[config.mk]
export PLATFORM = sky130hd
export DESIGN_NAME = fir_symdec
export DESIGN_NICKNAME = d
export VERILOG_FILES = /design/src/rtl/fir_pkg.sv /design/src/rtl/fir_cfg_regs.sv /design/src/rtl/fir_delay_line.sv /design/src/rtl/fir_mac_engine.sv /design/src/rtl/fir_symdec.sv
export SDC_FILE = /design/constraint.sdc
export NUM_CORES = 2
export LEC_CHECK = 0
export ABC_AREA = 1
export BUFFER_PORTS_ARGS = -buffer_cell sky130_fd_sc_hd__buf_2
export CORE_MARGIN = 4
export CORE_UTILIZATION = 49
export DETAILED_ROUTE_END_ITERATION = 10
export PLACE_DENSITY = 0.61
export SYNTH_ARGS = -nofsm -noshare
export SYNTH_HDL_FRONTEND = slang
export SYNTH_HIERARCHICAL = 1
export SYNTH_SLANG_ARGS = --single-unit
[constraint.sdc]
create_clock -name clk -period 17.1 [get_ports clk]
set_clock_uncertainty 0.05 [all_clocks]
set_input_delay 3.42 -clock clk [delete_from_list [all_inputs] [get_ports clk]]
set_output_delay 3.42 -clock clk [all_outputs]
set_load 0.02 [all_outputs]
[src/rtl/fir_pkg.sv]
package fir_pkg;
    localparam int DATA_W = 16;
    localparam int COEF_W = 20;
    localparam int OUT_W  = 24;
    localparam int ACC_W  = 48;
    localparam int BUS_W  = 16;
    localparam int FRAC   = 15;
    localparam int CNT_W  = 10;

    typedef logic signed [DATA_W-1:0] samp_t;
    typedef logic signed [COEF_W-1:0] coef_t;
    typedef logic signed [ACC_W-1:0]  acc_t;
    typedef logic signed [OUT_W-1:0]  out_t;

    typedef enum logic [1:0] {
        RG_CFG  = 2'b00,
        RG_RSVD = 2'b01,
        RG_CLO  = 2'b10,
        RG_CHI  = 2'b11
    } region_e;

    typedef struct packed {
        logic [CNT_W-1:0] taps;
        logic [3:0]       dm1;
        logic             bypass;
    } cfg_t;

    localparam acc_t OUT_MAX = acc_t'((64'sd1 <<< (OUT_W-1)) - 64'sd1);
    localparam acc_t OUT_MIN = -OUT_MAX - acc_t'(1);

    function automatic out_t round_sat(acc_t a);
        acc_t r;
        r = (a + (acc_t'(1) <<< (FRAC-1))) >>> FRAC;
        if (r > OUT_MAX) return out_t'(OUT_MAX);
        if (r < OUT_MIN) return out_t'(OUT_MIN);
        return out_t'(r);
    endfunction
endpackage

[src/rtl/fir_cfg_regs.sv]
module fir_cfg_regs
    import fir_pkg::*;
#(
    parameter int MAX_TAPS = 64,
    localparam int HALF   = (MAX_TAPS + 1) / 2,
    localparam int HIDX   = $clog2(HALF),
    localparam int ADDR_W = HIDX + 2
) (
    input  logic              clk,
    input  logic              rst,
    input  logic              wr_en,
    input  logic [ADDR_W-1:0] wr_addr,
    input  logic [BUS_W-1:0]  wr_data,
    output cfg_t              cfg,
    input  logic [HIDX-1:0]   rd_idx,
    output coef_t             rd_coef
);
    region_e          rg;
    logic [HIDX-1:0]  widx;
    logic [BUS_W-1:0] lo_q;
    coef_t            mem [HALF];

    assign rg   = region_e'(wr_addr[ADDR_W-1 -: 2]);
    assign widx = wr_addr[HIDX-1:0];

    always_ff @(posedge clk) begin
        if (rst) begin
            cfg <= '{taps: CNT_W'(1), dm1: 4'd0, bypass: 1'b0};
        end else if (wr_en && rg == RG_CFG) begin
            case (widx[1:0])
                2'd0:    cfg.taps   <= wr_data[CNT_W-1:0];
                2'd1:    cfg.dm1    <= wr_data[3:0];
                2'd2:    cfg.bypass <= wr_data[0];
                default: ;
            endcase
        end
    end

    // Coefficient store and staging word are not reset.
    always_ff @(posedge clk) begin
        if (wr_en && rg == RG_CLO) lo_q <= wr_data;
        if (wr_en && rg == RG_CHI) mem[widx] <= {wr_data[COEF_W-BUS_W-1:0], lo_q};
    end

    assign rd_coef = mem[rd_idx];

    p_cfg_hold_r3: assert property (@(posedge clk) disable iff (rst)
        !(wr_en && rg == RG_CFG) |=> $stable(cfg));
endmodule

[src/rtl/fir_delay_line.sv]
module fir_delay_line
    import fir_pkg::*;
#(
    parameter int MAX_TAPS = 64,
    localparam int AW = $clog2(MAX_TAPS)
) (
    input  logic          clk,
    input  logic          rst,
    input  logic          shift,
    input  samp_t         din,
    input  logic [AW-1:0] idx_a,
    input  logic [AW-1:0] idx_b,
    output samp_t         dout_a,
    output samp_t         dout_b
);
    logic [MAX_TAPS-1:0][DATA_W-1:0] line;

    always_ff @(posedge clk) begin
        if (rst)        line <= '0;
        else if (shift) line <= {line[MAX_TAPS-2:0], din};
    end

    assign dout_a = samp_t'(line[idx_a]);
    assign dout_b = samp_t'(line[idx_b]);
endmodule

[src/rtl/fir_mac_engine.sv]
module fir_mac_engine
    import fir_pkg::*;
#(
    parameter int MAX_TAPS = 64,
    localparam int AW   = $clog2(MAX_TAPS),
    localparam int HIDX = $clog2((MAX_TAPS + 1) / 2)
) (
    input  logic             clk,
    input  logic             rst,
    input  logic             start,
    input  logic [CNT_W-1:0] n_taps,
    input  samp_t            xa,
    input  samp_t            xb,
    input  coef_t            h,
    output logic [AW-1:0]    idx_a,
    output logic [AW-1:0]    idx_b,
    output logic [HIDX-1:0]  cidx,
    output logic             busy_o,
    output logic             out_valid,
    output out_t             out_data
);
    logic                             busy, fin, last, centre;
    logic [CNT_W-1:0]                 k, kb, half;
    acc_t                             acc;
    logic signed [DATA_W:0]           pre;
    logic signed [DATA_W+COEF_W:0]    prod;

    assign half   = (n_taps + CNT_W'(1)) >> 1;
    assign kb     = n_taps - CNT_W'(1) - k;
    assign idx_a  = k[AW-1:0];
    assign idx_b  = kb[AW-1:0];
    assign cidx   = k[HIDX-1:0];
    assign centre = (kb == k);
    assign last   = (k == half - CNT_W'(1));
    assign busy_o = busy | fin;

    always_comb begin
        if (centre) pre = $signed({xa[DATA_W-1], xa});
        else        pre = $signed({xa[DATA_W-1], xa}) + $signed({xb[DATA_W-1], xb});
        prod = pre * h;
    end

    always_ff @(posedge clk) begin
        if (rst) begin
            busy <= 1'b0; fin <= 1'b0; k <= '0; acc <= '0;
            out_valid <= 1'b0; out_data <= '0;
        end else begin
            out_valid <= 1'b0;
            fin       <= 1'b0;
            if (start) begin
                busy <= 1'b1; k <= '0; acc <= '0;
            end else if (busy) begin
                acc <= acc + acc_t'(prod);
                k   <= k + CNT_W'(1);
                if (last) begin
                    busy <= 1'b0; fin <= 1'b1;
                end
            end
            if (fin) begin
                out_valid <= 1'b1;
                out_data  <= round_sat(acc);
            end
        end
    end

    p_k_bound_r5: assert property (@(posedge clk) disable iff (rst)
        busy |-> (k < half));
    p_start_clear_r4: assert property (@(posedge clk) disable iff (rst)
        start |=> (busy && k == '0 && acc == '0));
    p_single_pulse_r7: assert property (@(posedge clk) disable iff (rst)
        out_valid |=> !out_valid);
endmodule

[src/rtl/fir_symdec.sv]
module fir_symdec
    import fir_pkg::*;
#(
    parameter int MAX_TAPS = 64,
    localparam int AW     = $clog2(MAX_TAPS),
    localparam int HIDX   = $clog2((MAX_TAPS + 1) / 2),
    localparam int ADDR_W = HIDX + 2
) (
    input  logic              clk,
    input  logic              rst,
    input  logic              wr_en,
    input  logic [ADDR_W-1:0] wr_addr,
    input  logic [BUS_W-1:0]  wr_data,
    input  logic              in_valid,
    input  logic [DATA_W-1:0] in_data,
    output logic              out_valid,
    output logic [OUT_W-1:0]  out_data,
    output logic              overrun
);
    cfg_t            cfg;
    coef_t           h;
    samp_t           xa, xb;
    logic [AW-1:0]   idx_a, idx_b;
    logic [HIDX-1:0] cidx;
    logic            eng_busy, eng_v, take, start, byp_v;
    out_t            eng_d, byp_d;
    logic [3:0]      phase;

    assign take  = in_valid & ~cfg.bypass;
    assign start = take & (phase == cfg.dm1);

    fir_cfg_regs #(.MAX_TAPS(MAX_TAPS)) u_cfg (
        .clk(clk), .rst(rst), .wr_en(wr_en), .wr_addr(wr_addr), .wr_data(wr_data),
        .cfg(cfg), .rd_idx(cidx), .rd_coef(h));

    fir_delay_line #(.MAX_TAPS(MAX_TAPS)) u_line (
        .clk(clk), .rst(rst), .shift(take), .din(samp_t'(in_data)),
        .idx_a(idx_a), .idx_b(idx_b), .dout_a(xa), .dout_b(xb));

    fir_mac_engine #(.MAX_TAPS(MAX_TAPS)) u_mac (
        .clk(clk), .rst(rst), .start(start), .n_taps(cfg.taps),
        .xa(xa), .xb(xb), .h(h), .idx_a(idx_a), .idx_b(idx_b), .cidx(cidx),
        .busy_o(eng_busy), .out_valid(eng_v), .out_data(eng_d));

    always_ff @(posedge clk) begin
        if (rst) begin
            phase <= '0; overrun <= 1'b0; byp_v <= 1'b0; byp_d <= '0;
        end else begin
            byp_v <= in_valid & cfg.bypass;
            if (in_valid && cfg.bypass) byp_d <= out_t'(samp_t'(in_data));
            if (take) phase <= start ? 4'd0 : phase + 4'd1;
            if (take && eng_busy) overrun <= 1'b1;
        end
    end

    assign out_valid = eng_v | byp_v;
    assign out_data  = byp_v ? byp_d : eng_d;

    p_overrun_sticky_r10: assert property (@(posedge clk) disable iff (rst)
        overrun |=> overrun);
    p_bypass_pass_r9: assert property (@(posedge clk) disable iff (rst)
        (in_valid && cfg.bypass) |=>
            (out_valid && out_data == {{(OUT_W-DATA_W){$past(in_data[DATA_W-1])}}, $past(in_data)}));
endmodule

# After elaboration in Yosys (flattened, before gate mapping)
# Memory sizes are Yosys's and may differ from the RTL's. A register that Yosys moved wholly into a read port is not among the register bits.
# Cells that the tools add are included.
[classes]
multipliers = 1
reduce_logical = 12
eq_ne = 7
magnitude_cmp = 4
n_mux = 27
add_sub_neg = 9
bitwise_logic = 7
[op_table]
columns = ["cell", "n"]
rows = [
  ["binary-select mux 16 bit (select 6 bit)", 2],
  ["two-way mux 24 bit", 5],
  ["adder 48 x 16 -> 48 bit (second input constant)", 1],
  ["adder 48 x 37 -> 48 bit", 1],
  ["multiplier 17 x 20 -> 37 bit", 1],
  ["> comparator 33 x 24 -> 1 bit (second input constant)", 1],
  ["< comparator 33 x 24 -> 1 bit (second input constant)", 1],
  ["two-way mux 16 bit", 2],
  ["adder 10 x 1 -> 10 bit (second input constant)", 2],
  ["== test 10 bit", 2],
  ["adder 16 x 16 -> 17 bit", 1],
  ["two-way mux 17 bit", 1],
  ["< comparator 6 x 7 -> 1 bit (second input constant)", 2],
  ["two-way mux 1 bit", 14],
  ["two-way mux 5 bit", 2],
  ["subtractor 10 x 1 -> 10 bit (second input constant)", 1],
  ["subtractor 10 bit", 1],
  ["subtractor 9 x 1 -> 10 bit (second input constant)", 1],
  ["== test 2 bit (second input constant)", 3],
  ["AND reduction 2 bit", 3],
  ["logical AND 1 bit", 5],
  ["adder 4 x 1 -> 4 bit (second input constant)", 1],
  ["== test 4 bit", 1],
  ["logical NOT 2 bit", 2],
  ["7 further kinds", 11],
]
[word_totals]
mem_bits_rw = 640
output_inout_bits = 26
wordCells = 146
in_bits = 43
mem_count = 1
reg_bits = 1162
[memory_table]
columns = ["memory", "words", "width", "read_ports", "rd_ports_with_merged_regs", "write_ports", "line", "source"]
rows = [
  ["u_cfg.mem", 32, 20, 1, 1, 1, "fir_cfg_regs.sv:21", "coef_t mem [HALF];"],
]

# Longest topological paths before layout
[depth]
depth_word = 10
depth_mapped = 53
mapped_depth_nobuf = 50

# Hierarchy
# The synthesis kept the hierarchy.
[by_module_without_submodules]
columns = ["module", "cells_each", "n_inst", "seq_area_each_um2", "area_each_um2"]
rows = [
  ["fir_delay_line", 9212, 1, 20499.7, 56151.4],
  ["fir_cfg_regs", 2302, 1, 19999.2, 27116.0],
  ["fir_mac_engine", 3092, 1, 1701.6, 23323.6],
  ["fir_symdec", 193, 1, 440.4, 1151.1],
]

# Worst setup path before layout
# No wires, ideal clock.
[synth_timing]
kind = "register to register"
startpoint = "register u_mac.k[0]"
endpoint = "register u_mac.acc[24]"
required_time_ps = 16992
setup_ps = 58
synth_period_minus_slack_ps = 9900
path_buffers = 2
arrival_time_ps = 9792
path_stages_with_launch = 43
path_slack_ps = 7200
cell_sequence = "dfxtp_1 -> inv_1 -> ha_1 -> fa_1 -> xor2_1 -> inv_1 -> buf_2 -> clkbuf_1 -> nand3_1 -> nand2_1 -> nand2_1 -> nand3_1 -> nand3_1 -> nand2_1 -> ha_1 -> inv_1 -> nand2_1 -> o21ai_4 -> [... 7 more ...] -> fa_1 -> inv_1 -> fa_1 -> inv_1 -> fa_1 -> inv_1 -> ha_1 -> nand2_1 -> nor2_1 -> inv_1 -> nor2_1 -> inv_1 -> nor4_1 -> a21oi_1 -> or2_2 -> nand3_1 -> o211ai_1 -> inv_1"
[synth_via]
elab_chain_cells = 7
elab_cells_between_ends = 10
cone_classes = "3 x add/sub; 1 x mul; 1 x eq/ne; 5 x mux"
[synth_rtl]
columns = ["item", "line", "source"]
rows = [
  ["start: declaration", "fir_mac_engine.sv:23", "logic [CNT_W-1:0] k, kb, half;"],
  ["start signal: assignment", "fir_mac_engine.sv:54", "k <= k + CNT_W'(1);"],
  ["subtractor 10 bit", "fir_mac_engine.sv:29", "assign kb = n_taps - CNT_W'(1) - k;"],
  ["net idx_b[2]", "fir_symdec.sv:23", "logic [AW-1:0] idx_a, idx_b;"],
  ["binary-select mux 16 bit (select 6 bit)", "fir_delay_line.sv:24", "assign dout_b = samp_t'(line[idx_b]);"],
  ["two-way mux 16 bit (implied by the code)", "fir_delay_line.sv:24", ""],
  ["net xb[0]", "fir_symdec.sv:22", "samp_t xa, xb;"],
  ["adder 16 x 16 -> 17 bit", "fir_mac_engine.sv:39", "else pre = $signed({xa[DATA_W-1], xa}) + $signed({xb[DATA_W-1], xb});"],
  ["two-way mux 17 bit", "fir_mac_engine.sv:38", "if (centre) pre = $signed({xa[DATA_W-1], xa});"],
  ["multiplier 17 x 20 -> 37 bit", "fir_mac_engine.sv:40", "prod = pre * h;"],
  ["adder 48 x 37 -> 48 bit", "fir_mac_engine.sv:53", "acc <= acc + acc_t'(prod);"],
  ["end signal: assignment", "fir_mac_engine.sv:53", ""],
  ["end: declaration", "fir_mac_engine.sv:24", "acc_t acc;"],
]
# The timed path passes the listed nets, and every way through them passes these cells. The select of a mux whose other input is x is not followed.
# A chain may end at the register's enable or synchronous reset.

# Worst setup path after layout
[layout_timing]
startpoint = "register u_mac.k[0]"
endpoint = "register u_mac.acc[47]"
# The elaborated chain is that of the path after synthesis.

==> impl_metrics.csv <==
group,metric,value,unit
sta,setup_ws,4.10,ns
synthesis,synth_compound_area_share,6.65,%
synthesis,synth-seq-cells,1802,
sta,finalHoldViolCount,0,
floorplanning,die_x,477,um
synthesis,synthXorXnorAreaFrac,0.642,%
critical_path,cp.required,17.77,ns
critical_path,cp_common_cell,"nand2_1",
min_path,worstHoldStart,"u_line/line[782]",
drt,routed_wl,369000,um
global_route,grt_pass1_wl,562000,um
critical_path,r2r_end,"u_mac/acc[47]",
clock_tree,cts.htree.levels,4,
global_route,grt_max_degree,264,
synthesis,synth_edf_count,656,
clock_tree,hold_buffers,0,
finish,stdcell_count,17300,
drt,wl_per_cell,21.4,um
floorplanning,top_level_ports,69,
synthesis,synthCells,14800,
sta,setup_violations,0,
drt,vias_per_cell,5.75,
min_path,hold_end,"u_line/line[798]",
finish,nets,14900,
sta,fin_crit,13.00,ns
global_route,grt_overflow,0,
clock_tree,cts_buffer_depth,3,
critical_path,cp-start-kind,"flop",
global_route,grtUsageTotal,31.2,%
synthesis,synth_nets,15500,
drt,drcViolationCount,0,
synthesis,async_flop_share,0,%
synthesis,synth.mux.area_fraction,0,%
clock_tree,cts_setup_buffers,0,
synthesis,synth_fa_ha_area_share,10.2,%
critical_path,path_max_fanout,158,
drt,drt-pass1-iter-count,7,
min_path,hold_depth,2,
critical_path,reg2reg_depth,44,
drt,final_antenna_net_count,0,
critical_path,worstPathArrival,13.67,ns
critical_path,crit_slowest_cell,"ha_4",
clock_tree,cts_tree,"built",
clock_tree,clk_latency,0.87,ns
drt,vias,99300,
critical_path,crit_type,"reg -> reg",
synthesis,synth_ff_type,"dfxtp_1",
critical_path,end_kind,"flop",
placed_design,pre_cts_ws,4.27,ns
synthesis,synth_top_family_by_area,"simple AND/OR/NAND/NOR gates",
critical_path,rr_startpoint,"u_mac/k[0]",
sta,max_slew_margin,13.5,%
synthesis,syn_avg_cell_area,7.28,um2
placed_design,place_inst,16900,
flow_run,drv_cap,0,
sta,worst_slew_pin_slew,1.30,ns
sta,setup_tns,0,ns
critical_path,ff2ff_setup_slack,4.10,ns
floorplanning,die_h,477,um
floorplanning,die_area,0.227,mm2
floorplanning,row_count,171,
clock_tree,ctsResizeCount,0,
floorplanning,initial_core_util,49.4,%
placed_design,hpwl,224000,um
global_route,grt_antenna_before_repair,19,
placed_design,port_buffers,68,
global_route,first_global_vias,92900,
clock_tree,numCtsBuffers,199,
floorplanning,core,0.218,mm2
synthesis,seq_area_frac_synth,39.6,%
finish,drive_above_1_share,4.44,%
sta,fin_crit_sh,76.0,%
clock_tree,numClockSinks,1802,
run_status,outcome,"finished clean",
synthesis,ys_warn_count,6,
placed_design,finalWeightedCongestion,0.982,
synthesis,syn_area,0.108,mm2
clock_tree,cts-root-buf,"clkbuf_16",
min_path,min_path_type,"reg -> reg",
sta,drv_slew,0,
sta,grt_setup_unrepaired,"false",
clock_tree,path_clk_slew,0.07,ns
sta,fmax,0.0769,GHz
finish,areaGrowthSynthToFinish,5.96,%
synthesis,yosys.area_share.simple,34.6,%
synthesis,synth_cell_types,51,
critical_path,cp_slowest_stage_delay,0.80,ns
drt,drt_iter0_markers,11900,
-- how the worst max path moves through the flow --
stage	start	end	slack, ns	depth (start not counted)
finish	u_mac/k[0]	u_mac/acc[47]	4.10	44
global route	u_mac/k[0]	u_mac/acc[43]	3.28	44
CTS	u_mac/k[0]	u_mac/acc[47]	4.17	46
detailed placement	u_mac/k[0]	u_mac/acc[47]	4.27	46
global placement	u_mac/k[0]	u_mac/acc[47]	4.32	46
floorplan	u_mac/k[0]	u_mac/acc[24]	7.20	42
-- placed cells by master, fill, tap and decap left out, types with 17 or more instances in the layout --
| master | instances |
|---|---|
| a21oi_1 | 1179 |
| buf_2 | 67 |
| buf_4 | 150 |
| clkbuf_1 | 50 |
| clkbuf_16 | 200 |
| clkbuf_8 | 28 |
| clkinv_1 | 19 |
| clkinv_2 | 41 |
| dfxtp_1 | 1140 |
| edfxtp_1 | 656 |
| fa_1 | 449 |
| ha_1 | 160 |
| inv_1 | 811 |
| nand2_1 | 6206 |
| nand3_1 | 2331 |
| nand4_1 | 21 |
| nor2_1 | 415 |
| nor2_2 | 34 |
| nor3_1 | 36 |
| o211ai_1 | 17 |
| o21ai_0 | 109 |
| o21ai_1 | 17 |
| xnor2_1 | 21 |
| xor2_1 | 50 |
-- kinds of logic (layout without fill, tap and decap cells) --
group / count (synthesis) / count (layout)
buffers and inverters: 1850 / 1442
DFF: 1802 / 1802
adders and majority gates: 611 / 611
and+or+nand+nor: 9082 / 9082
other: 0 / 11
AOI/OAI and AO/OA: 1379 / 1379
xor gates and xnor gates: 75 / 75
-- metrics by stage --
stage	cell area, um2	util (%)	hold WS, ns
final	114000	52.4	0.417
after global routing	114000	52.4	0.438
after CTS	114000	52.4	0.410
after detailed placement	108000	49.3	0.412
after global placement	108000	49.3	0.406
after floorplan	108000	-	0.389
-- cells in the mapped netlist, drive strengths merged (10+ instances only) --
| master | n | area [um2] |
|---|---|---|
| o211ai | 17 | 128 |
| o21ai | 136 | 786 |
| edfxtp | 656 | 19700 |
| inv | 838 | 3170 |
| buf | 761 | 4880 |
| nand4 | 22 | 144 |
| xnor2 | 21 | 184 |
| clkbuf | 245 | 920 |
| xor2 | 52 | 463 |
| a31oi | 10 | 62.6 |
| nand3 | 2331 | 11700 |
| dfxtp | 1146 | 22900 |
| fa | 450 | 9010 |
| nand2 | 6216 | 23400 |
| nor3 | 37 | 190 |
| nor2 | 454 | 1730 |
| a21oi | 1182 | 5930 |
| o21bai | 14 | 105 |
| ha | 161 | 2010 |
-- state kept, by name, summed over array words and instances (netlist names) --
signal           flops
u_mac/out_data      24
u_cfg/lo_q          16
u_cfg/cfg           15
u_mac/out_valid      1
byp_v                1
u_mac/acc           48
u_cfg/mem          640
u_mac/busy           1
u_line/line       1024
u_mac/k             10
byp_d               16
phase                4
u_mac/fin            1
overrun              1
-- layout make-up --
cell class                      count  area (um2)
Fill cell                       20900      104000
Multi-Input combinational cell  11100       56300
Inverter                          844        3270
Clock inverter                     86        1000
Timing Repair Buffer              234        1800
Sequential cell                  1802       42700
Tap cell                         2854        3570
Clock buffer                      278        5580
Antenna cell                       11        27.5
-- metal layers --
layer  vias to the layer above  part of all wire, %  track usage, %
met5                         -               0.0060               0
met4                         4                  4.0            12.2
met3                       788                  9.5            6.15
li1                      46500                    -               -
met2                      4678                   45            48.5
met1                     47300                   42            43.0
-- critical path, delay by kind of cell, from the launching register on --
kind / cells / cell delay [ns]
AO/OA/AOI/OAI: 3 / 0.50
XOR/XNOR: 1 / 0.17
buffers and inverters: 9 / 3.08
adder cells (fa/ha/maj): 9 / 4.89
flip-flops: 1 / 0.73
AND/OR/NAND/NOR: 22 / 3.10
Power is left out: the tool's default activity adds up to more than one toggle a clock period on the data nets, which glitch-free logic cannot reach.
